`src/rtl/lockstep_pkg.sv`:
```
package lockstep_pkg;
  typedef enum logic [1:0] {
    POL_REPORT   = 2'd0,
    POL_IRQ      = 2'd1,
    POL_ESCALATE = 2'd2,
    POL_RSVD     = 2'd3
  } err_policy_e;
endpackage

```
`src/rtl/ls_policy_ctrl.sv`:
```
module ls_policy_ctrl
  import lockstep_pkg::*;
(
  input  logic       clk_i,
  input  logic       rst_ni,
  input  logic       mismatch_i,
  input  logic [1:0] policy_i,
  input  logic       irq_ack_i,
  output logic       flag_o,
  output logic       irq_o,
  output logic       halt_o,
  output logic       escalate_o
);
  err_policy_e pol;
  logic        hit_irq, hit_esc;
  logic        flag_q, irq_q, halt_q, esc_q;

  assign pol     = err_policy_e'(policy_i);
  assign hit_irq = mismatch_i && (pol == POL_IRQ);
  assign hit_esc = mismatch_i && (pol == POL_ESCALATE || pol == POL_RSVD);

  always_ff @(posedge clk_i or negedge rst_ni) begin
    if (!rst_ni) begin
      flag_q <= 1'b0;
      irq_q  <= 1'b0;
      halt_q <= 1'b0;
      esc_q  <= 1'b0;
    end else begin
      if (mismatch_i) flag_q <= 1'b1;
      irq_q <= hit_irq;
      if (hit_irq)        halt_q <= 1'b1;
      else if (irq_ack_i) halt_q <= 1'b0;
      if (hit_esc) esc_q <= 1'b1;
    end
  end

  assign flag_o     = flag_q;
  assign irq_o      = irq_q;
  assign halt_o     = halt_q;
  assign escalate_o = esc_q;
endmodule

```
`config.mk`:
```
export PLATFORM = sky130hd
export DESIGN_NAME = ls_policy_ctrl
export DESIGN_NICKNAME = d
export VERILOG_FILES = /design/src/rtl/lockstep_pkg.sv /design/src/rtl/ls_policy_ctrl.sv
export SDC_FILE = /design/constraint.sdc
export NUM_CORES = 1
export LEC_CHECK = 0
export BUFFER_PORTS_ARGS = -buffer_cell sky130_fd_sc_hd__buf_2
export CORE_AREA = 2 2 39 41
export DETAILED_ROUTE_END_ITERATION = 7
export DIE_AREA = 0 0 41 43
export HOLD_SLACK_MARGIN = 0.03
export PLACE_DENSITY = 0.3
export SLEW_MARGIN = 0
export SYNTH_ARGS = -nofsm -noshare
export SYNTH_HDL_FRONTEND = slang
export SYNTH_SLANG_ARGS = --single-unit
```
`constraint.sdc`:
```
create_clock -name clk_i -period 0.82 [get_ports clk_i]
set_input_delay 0.082 -clock clk_i [delete_from_list [all_inputs] [get_ports clk_i]]
set_output_delay 0.082 -clock clk_i [all_outputs]
set_load 0.01 [all_outputs]
```
==> results.txt, run 1 <==
* Clock net sink count: 4
- Once detail routing completed, the nets flagged for antenna violations numbered 0.
- Hold Fails Final Rpt: 0
* Setup skew after layout: 0 ns
- Max-slew violations: 0
* CP cell instances: buf_2
- Cells after Synth: 9
- The worst path meets setup with 0.00601 ns of slack.
- After synthesis, the share of cell area in mux cells is 0.
* Total number of vias: 114
* Peak supply drop: 0.610 mV
- Area growth from synthesis to final layout: 88.0%
- Syn_area_per_cell: 15.0 um^2
* Crit end category: primary output
- Ratio of routed vias to standard cells: 2.85
- Die Span X: 41 um
* Net Count, Synth: 15
- Routed met2 length: 101 um
- Fin nets: 32
* Setup repair after global routing missed its margin: true
* Final critical-path required period: 0.814 ns
- Starting density of the core: 0.0976
* Dominant combinational cell family by area after synthesis: compound AO/OA/AOI/OAI gates
* Max Cap Violations: 0
- Grouping stages by cell kind, the critical path spends the most delay in flip-flops.
- For this run, the register share of the synthesized area comes to 0.741.
- The netlist uses 6 different library cells.
- In this design, the stage delay of the slowest critical-path cell is 0.37 ns.
* Area share of the largest cell type after synthesis: 0.741
- Leaving out fill and tap cells, the most frequent cell in the layout is sky130_fd_sc_hd__buf_2.
- The clock passes through at most 2 buffers.
- The cell area that synthesis handed to floorplanning was 135 um^2.
* Highest-count cells in the layout ignoring fill and taps: sky130_fd_sc_hd__buf_2, sky130_fd_sc_hd__dfrtp_1, sky130_fd_sc_hd__clkbuf_4
- Static timing analysis puts the maximum clock frequency at 1230 MHz.
- Cell chosen for the clock root: sky130_fd_sc_hd__clkbuf_4
- In this run the tightest slew margin relative to its limit is 0.941.
- The flow ran to the end, and the final reports show no timing, DRC or antenna violations.
- Total routing usage reported by global routing: 0.0505
* Seq pwr share: 0.429
- Of all nets on the critical path, the largest fanout is 2.
- Flip-flop and latch count after synthesis: 4
- Static Leak: 0.132 nW
- Clock share of power: 0.484
* Aggregate global routing overflow: 0
- Post-CTS clock slew at the launch and capture registers of the worst setup and hold paths: 0.03 ns
- The analysis attributes to net switching a power of 0.0000887 W.
- Wires add up to 292 um.
* Count of TritonRoute iterations in the first routing pass: 2
- The highest metal layer carrying signal wires in the routed design is met3.
- Once layout is complete, the utilization of the core stands at 0.184.
- Wire length per cell after detailed routing: 7.30 um
- Routability congestion estimate from global placement: 0.551
* Worst Max-Slew Pin Slew: 0.0883 ns
* Reg-to-reg setup timing slack: 0.04 ns
- Dividing total power by cell area gives a power density of 1900 nW/um^2.
* Worst min path class: input pin to flip-flop
* Worst skew pair latency: 0.23 ns
* Core Footprint: 1380 um^2
- The die is 43 um tall.
- In this run the number of cells on the critical path is 1.
- The die covers 1760 um^2.
- Vias in the first global route: 128
- Post-Synth XOR/XNOR Area: 0
- The share of the synthesized area in compound gates (AO/OA/AOI/OAI) was 0.120.
- Wire length of the first global-routing pass: 503 um
- Warnings from Yosys: 0
- The layout has 159 filler cells.
* Critical Path RT: 0.74 ns
- Number of buffer and inverter instances along the worst setup path: 1
* Final setup violation count: 0
* Post-synth top area cell: sky130_fd_sc_hd__dfrtp_1
* Kind of start point of the critical path: flip-flop
* Tightest hold margin: 0.0749 ns
- Number of buffers added by the clock tree synthesis step: 3
* Antenna cells: 0
* Fraction of final layout cells sized beyond drive strength 1: 0.667
- Internal power consumption: 0.000393 W
- TritonCTS built the clock tree.
- Type of the worst setup path: flip-flop to primary output
- Of the total power, the share spent switching nets is 0.184.
- Instance count along the most critical hold path: 2
* Critical path arrival: 0.73 ns
* Main area contributors after synthesis: sky130_fd_sc_hd__dfrtp_1, sky130_fd_sc_hd__a21o_2, sky130_fd_sc_hd__and3b_1, sky130_fd_sc_hd__a21o_1, sky130_fd_sc_hd__or2_2
- M1 wire length: 136 um
* Maximum number of pins on one net before global-route repair: 5
- Prior to clock tree synthesis, the placed netlist has a worst setup slack of 0.0795 ns.
- Io pins: 10
- Of the total synthesized cell area, the portion taken by full adders, half adders and majority gates is 0.
- The number of cells on the worst reg-to-reg path is 2.
- Final worst-path cycle share: 0.993
- Site row count: 14
- Power comes to 0.000482 W.
* Remaining DRCs: 0
- The detailed router finished its first iteration with 3 violations.
- For this design, the slowest cell found on the critical path is sky130_fd_sc_hd__dfrtp_1.
- Of the total synthesized cell area, the portion taken by AND, OR, NAND and NOR gates is 0.111.
* Part of the total power dissipated in combinational logic: 0.088
- In this run the number of H-tree levels came out at 1.
- Met3 WL: 54 um
* Port-buffer cells: 9
* Number of antenna violations at the first check in global routing: 0
## layout make-up
type / instances / area [um^2] / area share
Clock buffer: 3 / 22.5 / 0.0887
Sequential cell: 4 / 100 / 0.394
Timing Repair Buffer: 12 / 76.3 / 0.300
Inverter: 1 / 3.75 / 0.0148
Multi-Input combinational cell: 4 / 31.3 / 0.123
Tap cell: 16 / 20.0 / 0.0788
## kinds of logic (layout without fill, tap and decap cells)
kind of cell / Yosys count / after routing
DFF: 4 / 4
AOI/OAI and AO/OA: 2 / 2
and+or+nand+nor: 2 / 2
buffers and inverters: 1 / 16
## metal layers
metal  GRT usage  up-vias
met4      0.0400        0
met5           0        -
met2      0.0531        9
li1            -       60
met3      0.0628        0
met1      0.0492       45
## per-stage QoR
step,instances,TNS [ns],cell area [um^2]
6_report,40,0,254
2_1_floorplan,9,0,135
3_5_place_dp,34,0,200
4_1_cts,40,-0.0112,248
3_3_place_gp,34,0,200
5_1_grt,40,-0.0769,254
## cell usage after synthesis
library cell and instances:
sky130_fd_sc_hd__dfrtp_1 4, sky130_fd_sc_hd__a21o_1 1, sky130_fd_sc_hd__a21o_2 1, sky130_fd_sc_hd__and3b_1 1, sky130_fd_sc_hd__inv_1 1, sky130_fd_sc_hd__or2_2 1
## registers in the layout, summed over array words and instances (netlist names)
register    cells
halt_o          1
flag_o          1
escalate_o      1
irq_o           1
## power groups by stage
stage	sequential [W]	combinational, W	clock (W)
2_1_floorplan	0.000212	0.00000605	0
3_3_place_gp	0.000209	0.0000311	0
3_5_place_dp	0.000209	0.0000315	0
4_1_cts	0.000206	0.0000410	0.000246
5_1_grt	0.000207	0.0000479	0.000261
6_report	0.000207	0.0000422	0.000233
## repair_timing
item                                    4_1_cts  5_1_grt
hold buffers                                  1        0
endpoints found under the setup margin        3        4
hold endpoints to repair                      4        0
buffers inserted                              2        0
resized for setup                             0        1
pin swaps                                     0        0
## path summary, 6_finish.rpt
kind                                   from         end
min in group asynchronous            rst_ni       irq_o
worst min-delay path            policy_i[1]  escalate_o
worst max-delay path             escalate_o  escalate_o
worst max register to register   escalate_o  escalate_o
max in group asynchronous            rst_ni  escalate_o
worst min register to register       flag_o      flag_o
No activity file was read; power rests on OpenSTA's default activity.
==> inputs of run 2 (changes only) <==
==> constraint.sdc (replaced) <==
create_clock -name clk_i -period 1 [get_ports clk_i]
set_input_delay 0.1 -clock clk_i [delete_from_list [all_inputs] [get_ports clk_i]]
set_output_delay 0.1 -clock clk_i [all_outputs]
set_load 0.01 [all_outputs]
==> run 2 against run 1 <==
  * Routed wire length shrank 3.1%
  * Clock power shrank 18%
  * Hold slack gained 0.019 ns
  * Critical path depth is the same
  * Highest routed layer unchanged
==> results.txt, run 2 (synthesized netlist as in run 1, its figures left out) <==
- The run finished with clean final reports.
- Total routing usage reported by global routing: 0.0495
- In the final layout, the share of cells above drive strength 1 is 0.636.
- Count of TritonRoute iterations in the first routing pass: 2
- The worst setup path is captured at a primary output.
- Post-CTS clock slew at the launch and capture registers of the worst setup and hold paths: 0.03 ns
* Aggregate global routing overflow: 0
* Reg2reg end: flag_o
- The number of antenna diodes in the final layout is 0.
- CP cell instances: buf_2
- Summed over all layers, the routed wires come to 283 um.
- Clock tree synthesis inserted a total of 3 buffers.
* Cell chosen for the clock root: sky130_fd_sc_hd__clkbuf_4
* Crit. Startpoint: escalate_o
- Number of fill cells: 158
- Routability-driven placement finished with a final weighted congestion of 0.551.
- The floorplan step set the die height to 43 um.
- TritonCTS built the clock tree.
* Instance count along the most critical hold path: 2
- Total number of vias: 108
* Vias in the first global route: 124
* Longest individual stage delay on the worst path: 0.37 ns
* Worst min path class: input pin to flip-flop
* Maximum fanout along the worst path: 2
* Leading cell type in the layout, fill and taps excluded: sky130_fd_sc_hd__buf_2
- For this run, the top clock speed supported by timing is 1190 MHz.
* Setup TNS: 0 ns
- Total number of H-tree levels: 1
- Worst Max-Slew Pin Slew: 0.0884 ns
- Site row count: 14
- Final worst-path cycle share: 0.839
* Worst skew pair latency: 0.23 ns
- Data on the critical path is required at its endpoint by 0.90 ns.
* Fin nets: 30
- Static Leak: 0.122 nW
* Core Footprint: 1380 um^2
- Maximum number of pins on one net before global-route repair: 5
* Starting density of the core: 0.0976
* Final critical-path required period: 0.839 ns
- Highest-count cells in the layout ignoring fill and taps: sky130_fd_sc_hd__buf_2, sky130_fd_sc_hd__dfrtp_1, sky130_fd_sc_hd__clkbuf_4
- Power spread over the standard cell area amounts to 1670 nW/um^2.
- In this run, the number of DRC markers left after iteration 0 of detailed routing was 3.
- Setup violations remaining at the end of the flow were counted as 0.
- After detailed routing, the number of vias per cell comes to 2.84.
- In this run the number of cells on the critical path is 1.
* Critical path's top delay family: flip-flops
- In the final routed layout, each cell accounts on average for 7.45 um.
* Remaining DRCs: 0
* Clock net sink count: 4
- Number of antenna violations at the first check in global routing: 0
* Remaining antenna violation count after routing: 0
- Final instance area: 233 um^2
* Total power after layout: 0.000389 W
- In this run the cell area measured after placement is 200 um^2.
- Relative to the synthesized area, the layout overhead comes to 72.2%.
* Reg-to-reg setup timing slack: 0.26 ns
- Critical-path cell with the highest stage delay: sky130_fd_sc_hd__dfrtp_1
* Critical path arrival: 0.74 ns
* Kind of start point of the critical path: flip-flop
- The floorplan step set the die width to 41 um.
* Io pins: 10
* Worst Reg-to-Reg Cells: 1
* R2R Path Start: flag_o
- Number of buffer and inverter instances along the worst setup path: 1
- Headroom to the max-slew limit came out at 0.941.
- Max-cap violations in this run came to 0.
- Buffers from clock root to sink, at most: 2
* Peak supply drop: 0.451 mV
* Setup repair after global routing missed its margin: false
* Capturing element of the worst setup path: escalate_o
* Hold Fails Final Rpt: 0
- The die covers 1760 um^2.
- Setup skew after layout: 0 ns
- Type of the worst setup path: flip-flop to primary output
* Buffer count from post-CTS setup fixing: 0
- The first global-routing pass estimated 496 um of wire.
- Input and output buffers added on the ports amount to 9.
* Max-slew violations: 0
[run 2: metrics by stage]
| stage | util | setup slack [ns] | cells | hold WS, ns |
|---|---|---|---|---|
| finish | 0.168 | 0.161 | 38 | 0.0938 |
| detailed placement | 0.145 | 0.260 | 34 | -0.0917 |
| global route | 0.168 | 0.119 | 38 | 0.0985 |
| CTS | 0.168 | 0.145 | 38 | 0.0854 |
| floorplan | - | 0.219 | 9 | -0.196 |
| global placement | 0.145 | 0.264 | 34 | -0.0938 |
[run 2: repair_timing]
action / 4_1_cts / 5_1_grt
hold buffers: 1 / 0
hold endpoints to repair: 4 / 0
resized for setup: 0 / 0
[run 2: layout make-up]
type	count	area [um^2]	share of cell area
Inverter	1	3.75	0.0161
Tap cell	16	20.0	0.0860
Clock buffer	3	22.5	0.0968
Timing Repair Buffer	10	55.1	0.237
Multi-Input combinational cell	4	31.3	0.134
Sequential cell	4	100	0.430
[run 2: metal layers]
layer	wire, um	up-vias	global-route usage
met4	0	0	0.0400
met2	94	9	0.0500
met5	0	-	0
met3	56	0	0.0628
li1	-	57	-
met1	133	42	0.0492
[run 2: how the worst min path moves through the flow]
stage | from | to
5_1_grt | policy_i[1] | escalate_o
3_3_place_gp | rst_ni | irq_o
2_1_floorplan | rst_ni | escalate_o
4_1_cts | policy_i[1] | escalate_o
6_report | policy_i[1] | escalate_o
3_5_place_dp | rst_ni | irq_o
[run 2: power breakdown]
group	internal, W	total (W)	switching, W
clock network	0.000134	0.000191	0.0000574
logic	0.0000160	0.0000282	0.0000123
registers	0.000167	0.000169	0.00000180
